`config.mk`:
```
export PLATFORM = sky130hd
export DESIGN_NAME = sp_bank_unit
export DESIGN_NICKNAME = d
export VERILOG_FILES = /design/src/rtl/spb_pkg.sv /design/src/rtl/spb_crdec.sv /design/src/rtl/spb_bank_file.sv /design/src/rtl/sp_bank_unit.sv
export SDC_FILE = /design/constraint.sdc
export NUM_CORES = 1
export LEC_CHECK = 0
export BUFFER_PORTS_ARGS = -buffer_cell sky130_fd_sc_hd__buf_2
export CAP_MARGIN = 20
export CORE_AREA = 2 2 190 192
export CTS_CLUSTER_DIAMETER = 40
export DETAILED_ROUTE_END_ITERATION = 16
export DIE_AREA = 0 0 192 194
export SYNTH_ARGS = -nofsm -noshare
export SYNTH_HDL_FRONTEND = slang
export SYNTH_HIERARCHICAL = 1
export SYNTH_SLANG_ARGS = --single-unit
```
`constraint.sdc`:
```
create_clock -name clk_i -period 4.3 [get_ports clk_i]
set_clock_uncertainty 0.1 [all_clocks]
set_input_delay 0.43 -clock clk_i [delete_from_list [all_inputs] [get_ports clk_i]]
set_output_delay 0.43 -clock clk_i [all_outputs]
set_load 0.03 [all_outputs]
```
`src/rtl/spb_pkg.sv`:
```
package spb_pkg;
  typedef enum logic [1:0] {
    BANK_MSP = 2'd0,
    BANK_USP = 2'd1,
    BANK_ISP = 2'd2
  } bank_e;

  typedef enum logic [2:0] {
    CR_NONE,
    CR_USP,
    CR_MSP,
    CR_ISP,
    CR_VBR,
    CR_CACR
  } cr_e;

  localparam int          NBANK    = 3;
  localparam int          SR_W     = 16;
  localparam int          SR_S_BIT = 13;
  localparam int          SR_M_BIT = 12;
  localparam logic [15:0] SR_RST   = 16'h2700;

  localparam logic [11:0] CRN_USP  = 12'h800;
  localparam logic [11:0] CRN_VBR  = 12'h801;
  localparam logic [11:0] CRN_MSP  = 12'h803;
  localparam logic [11:0] CRN_ISP  = 12'h804;
  localparam logic [11:0] CRN_CACR = 12'h002;

  localparam logic [3:0]  GPR_A7   = 4'hF;

  function automatic bank_e pick_bank(logic s, logic m);
    if (!s)     return BANK_USP;
    else if (m) return BANK_MSP;
    else        return BANK_ISP;
  endfunction
endpackage

```
`src/rtl/spb_crdec.sv`:
```
module spb_crdec
  import spb_pkg::*;
(
  input  logic [15:0] ext_i,
  output cr_e         kind_o,
  output logic        is_sp_o,
  output bank_e       sp_idx_o,
  output logic [3:0]  gpr_o
);
  assign gpr_o = ext_i[15:12];

  always_comb begin
    kind_o   = CR_NONE;
    sp_idx_o = BANK_USP;
    unique case (ext_i[11:0])
      CRN_USP:  begin kind_o = CR_USP; sp_idx_o = BANK_USP; end
      CRN_MSP:  begin kind_o = CR_MSP; sp_idx_o = BANK_MSP; end
      CRN_ISP:  begin kind_o = CR_ISP; sp_idx_o = BANK_ISP; end
      CRN_VBR:  kind_o = CR_VBR;
      CRN_CACR: kind_o = CR_CACR;
      default:  kind_o = CR_NONE;
    endcase
  end

  assign is_sp_o = (kind_o == CR_USP) || (kind_o == CR_MSP) || (kind_o == CR_ISP);
endmodule

```
`src/rtl/spb_bank_file.sv`:
```
module spb_bank_file
  import spb_pkg::*;
#(
  parameter int DW = 32
) (
  input  logic          clk_i,
  input  logic          rst_ni,
  input  bank_e         new_sel_i,
  input  logic          live_we_i,
  input  logic [DW-1:0] live_wd_i,
  input  logic          bk_we_i,
  input  bank_e         bk_idx_i,
  input  logic [DW-1:0] bk_wd_i,
  input  bank_e         rd_idx_i,
  output logic [DW-1:0] rd_data_o,
  output logic [DW-1:0] a7_o,
  output bank_e         act_o
);
  logic [DW-1:0] bank_q [NBANK];
  logic [DW-1:0] a7_q;
  bank_e         act_q;
  logic [DW-1:0] a7_eff;
  logic          switching;

  // live copy after this cycle's writes, before any switch
  always_comb begin
    a7_eff = a7_q;
    if (live_we_i)                       a7_eff = live_wd_i;
    if (bk_we_i && (bk_idx_i == act_q))  a7_eff = bk_wd_i;
  end

  assign switching = (new_sel_i != act_q);

  always_ff @(posedge clk_i or negedge rst_ni) begin
    if (!rst_ni) begin
      for (int i = 0; i < NBANK; i++) bank_q[i] <= '0;
      a7_q  <= '0;
      act_q <= BANK_ISP;
    end else begin
      for (int i = 0; i < NBANK; i++) begin
        if (switching && (act_q == bank_e'(i)))
          bank_q[i] <= a7_eff;
        else if (bk_we_i && (bk_idx_i == bank_e'(i)) && (bk_idx_i != act_q))
          bank_q[i] <= bk_wd_i;
      end
      if (!switching)
        a7_q <= a7_eff;
      else if (bk_we_i && (bk_idx_i == new_sel_i))
        a7_q <= bk_wd_i;
      else
        a7_q <= bank_q[new_sel_i];
      act_q <= new_sel_i;
    end
  end

  assign rd_data_o = (rd_idx_i == act_q) ? a7_q : bank_q[rd_idx_i];
  assign a7_o      = a7_q;
  assign act_o     = act_q;


  save_on_switch_chk: assert property (@(posedge clk_i) disable iff (!rst_ni)
    (act_q != $past(act_q)) |-> (bank_q[$past(act_q)] == $past(a7_eff)));


  load_on_switch_chk: assert property (@(posedge clk_i) disable iff (!rst_ni)
    ((act_q != $past(act_q)) && !$past(bk_we_i)) |-> (a7_q == $past(bank_q[new_sel_i])));
endmodule

```
`src/rtl/sp_bank_unit.sv`:
```
module sp_bank_unit
  import spb_pkg::*;
#(
  parameter int DW = 32
) (
  input  logic          clk_i,
  input  logic          rst_ni,
  input  logic          sr_we_i,
  input  logic [15:0]   sr_wdata_i,
  input  logic          gpr_we_i,
  input  logic [3:0]    gpr_waddr_i,
  input  logic [DW-1:0] gpr_wdata_i,
  input  logic          cr_req_i,
  input  logic          cr_dir_i,
  input  logic [15:0]   cr_ext_i,
  input  logic [DW-1:0] cr_gpr_val_i,
  output logic          cr_rd_valid_o,
  output logic [DW-1:0] cr_rd_data_o,
  output logic [3:0]    cr_rd_reg_o,
  output logic          priv_viol_o,
  output logic          illegal_cr_o,
  output logic [15:0]   sr_o,
  output logic [DW-1:0] a7_o,
  output logic [DW-1:0] vbr_o,
  output logic [DW-1:0] cacr_o
);
  logic [SR_W-1:0] sr_q, sr_n;
  logic [DW-1:0]   vbr_q, cacr_q;
  logic            rd_valid_q, priv_q, ill_q;
  logic [DW-1:0]   rd_data_q;
  logic [3:0]      rd_reg_q;

  cr_e        kind;
  logic       is_sp;
  bank_e      sp_idx;
  logic [3:0] gpr_sel;

  spb_crdec u_dec (
    .ext_i    (cr_ext_i),
    .kind_o   (kind),
    .is_sp_o  (is_sp),
    .sp_idx_o (sp_idx),
    .gpr_o    (gpr_sel)
  );

  logic    sup, go, go_wr, go_rd, bad;
  logic [DW-1:0] rd_val, sp_rd;
  bank_e   new_sel, act;
  logic    live_we;
  logic [DW-1:0] live_wd;

  assign sup   = sr_q[SR_S_BIT];
  assign go    = cr_req_i && sup && (kind != CR_NONE);
  assign bad   = cr_req_i && sup && (kind == CR_NONE);
  assign go_wr = go && cr_dir_i;
  assign go_rd = cr_req_i && sup && !cr_dir_i;

  assign sr_n    = sr_we_i ? sr_wdata_i : sr_q;
  // selection re-evaluated every cycle, so a cache control write re-checks it too
  assign new_sel = pick_bank(sr_n[SR_S_BIT], sr_n[SR_M_BIT]);

  always_comb begin
    unique case (kind)
      CR_VBR:  rd_val = vbr_q;
      CR_CACR: rd_val = cacr_q;
      CR_NONE: rd_val = '0;
      default: rd_val = sp_rd;
    endcase
  end

  // read into A7 wins over write-back
  always_comb begin
    live_we = 1'b0;
    live_wd = gpr_wdata_i;
    if (go_rd && (gpr_sel == GPR_A7)) begin
      live_we = 1'b1;
      live_wd = rd_val;
    end else if (gpr_we_i && (gpr_waddr_i == GPR_A7)) begin
      live_we = 1'b1;
    end
  end

  spb_bank_file #(.DW(DW)) u_banks (
    .clk_i     (clk_i),
    .rst_ni    (rst_ni),
    .new_sel_i (new_sel),
    .live_we_i (live_we),
    .live_wd_i (live_wd),
    .bk_we_i   (go_wr && is_sp),
    .bk_idx_i  (sp_idx),
    .bk_wd_i   (cr_gpr_val_i),
    .rd_idx_i  (sp_idx),
    .rd_data_o (sp_rd),
    .a7_o      (a7_o),
    .act_o     (act)
  );

  always_ff @(posedge clk_i or negedge rst_ni) begin
    if (!rst_ni) begin
      sr_q       <= SR_RST;
      vbr_q      <= '0;
      cacr_q     <= '0;
      rd_valid_q <= 1'b0;
      rd_data_q  <= '0;
      rd_reg_q   <= '0;
      priv_q     <= 1'b0;
      ill_q      <= 1'b0;
    end else begin
      sr_q <= sr_n;
      if (go_wr && (kind == CR_VBR))  vbr_q  <= cr_gpr_val_i;
      if (go_wr && (kind == CR_CACR)) cacr_q <= cr_gpr_val_i;
      rd_valid_q <= go_rd;
      if (go_rd) begin
        rd_data_q <= rd_val;
        rd_reg_q  <= gpr_sel;
      end
      priv_q <= cr_req_i && !sup;
      ill_q  <= bad;
    end
  end

  assign cr_rd_valid_o = rd_valid_q;
  assign cr_rd_data_o  = rd_data_q;
  assign cr_rd_reg_o   = rd_reg_q;
  assign priv_viol_o   = priv_q;
  assign illegal_cr_o  = ill_q;
  assign sr_o          = sr_q;
  assign vbr_o         = vbr_q;
  assign cacr_o        = cacr_q;


  bank_sel_chk: assert property (@(posedge clk_i) disable iff (!rst_ni)
    act == pick_bank(sr_q[SR_S_BIT], sr_q[SR_M_BIT]));


  priv_block_chk: assert property (@(posedge clk_i) disable iff (!rst_ni)
    (cr_req_i && !sr_q[SR_S_BIT]) |=> (priv_viol_o && !cr_rd_valid_o
      && $stable(vbr_q) && $stable(cacr_q)));


  illegal_quiet_chk: assert property (@(posedge clk_i) disable iff (!rst_ni)
    (cr_req_i && sr_q[SR_S_BIT] && (kind == CR_NONE)) |=> (illegal_cr_o
      && $stable(vbr_q) && $stable(cacr_q)));


  illegal_zero_chk: assert property (@(posedge clk_i) disable iff (!rst_ni)
    (cr_req_i && !cr_dir_i && sr_q[SR_S_BIT] && (kind == CR_NONE))
      |=> (cr_rd_valid_o && (cr_rd_data_o == '0)));


  cacr_keeps_a7_chk: assert property (@(posedge clk_i) disable iff (!rst_ni)
    (go_wr && (kind == CR_CACR) && !sr_we_i && !live_we) |=> $stable(a7_o));
endmodule

```
==> summary.txt <==
Clock tree
  • Clock transition at path regs: around 60 ps
  • Clock sinks: ~250
  • Post-CTS sizing: 0
  • Cts hold-fix bufs: 1
  • CTS tree: built
  • Root Driver: clkbuf_16
  • Setup bufs post-CTS: 0
  • Clk_lat worst skew: ~550 ps
  • Clock buffer count from CTS: 40
  • Max H-tree Level: 2
  • Clock Tree Buf Depth: 3

Timing
  • Final Cycle Share: ~79%
  • Final hold vios: 0
  • Setup TNS: 0 ps
  • Max Clock Freq: slightly below 300 MHz
  • Max-slew violation count: 0
  • Tmin final: 3410 ps
  • Setup WS post-layout: around 890 ps
  • Slew margin rel.: between 20% and 30%
  • Finish-stage setup viols: 0
  • RSZ-0062 raised after global routing: false
  • Least-Margin Pin Slew: ~1100 ps

Floorplan
  • Core region area: 35,200 µm²
  • # IOs: between 200 and 300
  • Starting Density: a little under two fifths
  • Row cnt: slightly below 70
  • Chip Width: 192 µm
  • Die Ht: about 190 µm
  • Die ar.: around 37,000 µm²

GRT
  • Initial antenna violation count: 0
  • Grt total ovfl: 0
  • Vias in the first global route: 11,985
  • Largest net degree at the start of global routing: approximately 110
  • Global-route usage over all layers: 25.0%
  • First-pass GRT wire length: approximately 72,000 µm

Pwr
  • Gate power share: between 20% and 30%
  • Power Dens Cells: around 500 nW/µm²
  • Clock power frac: 42.2%
  • Worst VDD drop: 337 µV
  • Flop pwr share: a little under two fifths
  • Sw power: 0.00258 W
  • Switching part of the total power: 31.9%
  • Lkg Pwr: approximately 7.5 nW
  • Pint: 0.00550 W

Yosys
  • Post-synth top flop: dfrtp_1
  • Synth cell types: 50
  • Post-synthesis register bit count: 249
  • Post-synth top cells: dfrtp_1, nor2_1, a21oi_1, mux2i_1, a221o_1
  • Yosys top cell area share: between 40% and 50%
  • Post-Syn Nets: around 1,400
  • Mapped Cells: ~1,300
  • Largest area contributor in the netlist: dfrtp_1
  • Number of flops mapped to enable cells by yosys: 0
  • Post-Syn Area per Cell: between 10 and 15 µm²
  • Most frequent cell after synthesis: dfrtp_1
  • Asr flop ratio synth: 100%
  • Warning count from the yosys run: 6
  • Sequential area share after synthesis: between 40 and 50%
  • Cell area after synthesis: 13,300 µm²
  • Ranking of synthesized cells by area: dfrtp_1, mux2i_1, a221o_1

Route
  • DRT iter0 DRCs: 957
  • Antenna viol nets, final: 0
  • Routed vias: ~12,000
  • TritonRoute pass-1 iters: 5
  • DRC errors left: 0
  • Total Wirelength: roughly 47,000 µm
  • Wirelength per Cell: 23.5 µm
  • Vias per inst: 5.91

Min path
  • Worst Hold Class: input port to register
  • Hold path depth: 2

Setup path
  • Length in cells of the worst reg-to-reg path: 7
  • Worst Path Arrival: 3730 ps
  • Reg2reg start: sr_o[13]
  • Crit path max fanout: 64
  • Worst Path Class, Setup: input port to register
  • Critical path endpoint category: register
  • FF-to-FF setup slack: ~1300 ps
  • Startpoint types: input port
  • Crit path from: cr_ext_i[3]
  • Crit Reg-Reg Endpoint: u_banks/bank_q[17]
  • CP required: approximately 4600 ps
  • End of the critical path: u_banks/bank_q[80]

Placed design
  • HPWL Detailed: slightly below 30,000 µm
  • Gpl congestion: 0.784
  • I/O Buffers: around 260
  • Setup WS pre-CTS: 345 ps

Status
  • Outcome: completed

Flow run
  • Max-Cap Viols: 0

Layout
  • Fin nets: between 1,500 and 2,000
  • Share of cells above drive strength 1: 33.5%
  • P&R area growth vs syn: 24.0%
  • Diodes inserted: 0
==> layer usage <==
| layer | track usage [%] | vias up | share of wire [%] |
|---|---|---|---|
| li1 | - | 5217 | - |
| met1 | 33.6 | 5923 | 43 |
| met2 | 39.5 | 558 | 46 |
| met3 | 5.30 | 101 | 7.8 |
| met4 | 9.33 | 0 | 3.1 |
| met5 | 0 | - | 0 |
==> cell families (layout without fill, tap and decap cells) <==
family | after synthesis | in the layout | share of synthesized area [%]
AOI/OAI and AO/OA | 365 | 365 | 19.5
xor gates and xnor gates | 8 | 8 | 0.528
buffers and inverters | 121 | 372 | 4.62
DFF | 249 | 249 | 47.0
muxes | 213 | 213 | 18.0
and+or+nand+nor | 330 | 330 | 10.3
==> metrics by stage <==
| stage | area (µm²) | hold WS (ps) | instances | util (%) | total power, W |
|---|---|---|---|---|---|
| 2_1_floorplan | 13300 | 34.4 | 1286 | - | 0.00405 |
| 3_3_place_gp | 15000 | 386 | 1926 | 42.7 | 0.00466 |
| 3_5_place_dp | 15000 | 390 | 1926 | 42.7 | 0.00468 |
| 4_1_cts | 16500 | 14.0 | 1998 | 46.7 | 0.00812 |
| 5_1_grt | 16500 | 24.1 | 1998 | 46.7 | 0.00841 |
| 6_report | 16500 | 29.0 | 1998 | 46.7 | 0.00808 |
==> flip-flops by register name, indices dropped and copies added (netlist names) <==
name	flops
cr_rd_valid_o	1
cacr_o	32
u_banks/a7_o	32
cr_rd_reg_o	4
vbr_o	32
illegal_cr_o	1
u_banks/act_o	2
u_banks/bank_q	96
sr_o	16
cr_rd_data_o	32
priv_viol_o	1
==> worst max-delay path: stages <==
cell	delay [ps]
buf_2	90
or4_1	720
nor4_2	310
buf_12	340
xnor2_1	190
nand2_2	90
buf_12	220
nor2_1	120
a21oi_1	40
o21ai_0	210
a31oi_1	230
mux2i_1	370
nor2_1	90
a221o_1	260
==> cells in the final DEF (no fill, tap or decap), drive strengths merged, types with 10 or more instances in the layout <==
cell,instances
nand2,64
nor2,230
o221ai,31
mux2i,97
o21ai,34
a21oi,129
a221o,96
a31oi,64
buf,298
clkbuf,51
clkinv,10
dfrtp,244
mux2,116
==> final cells by class <==
| type | count | area (µm²) |
|---|---|---|
| fill | 3434 | 18800 |
| inverter | 2 | 7.51 |
| sequential | 249 | 6240 |
| clock inverter | 20 | 282 |
| clock buffer | 51 | 1120 |
| timing repair buffer | 299 | 1690 |
| tap | 461 | 577 |
| multi-input combinational | 916 | 6550 |
==> power groups by stage <==
stage	clock (W)	sequential, W	combinational (W)
final	0.00341	0.00297	0.00170
after global routing	0.00356	0.00302	0.00183
after CTS	0.00346	0.00297	0.00170
after detailed placement	0	0.00300	0.00169
after global placement	0	0.00299	0.00167
after floorplan	0	0.00323	0.000813
==> worst min path at each step <==
stage / start / to / slack [ps]
floorplan: rst_ni / cacr_o[0] / 30
global placement: sr_o[7] / sr_o[7] / 390
detailed placement: sr_o[11] / sr_o[11] / 390
CTS: sr_wdata_i[5] / sr_o[5] / 10
global route: sr_wdata_i[9] / sr_o[9] / 20
finish: sr_wdata_i[5] / sr_o[5] / 30
No activity file was read; power rests on OpenSTA's default activity.
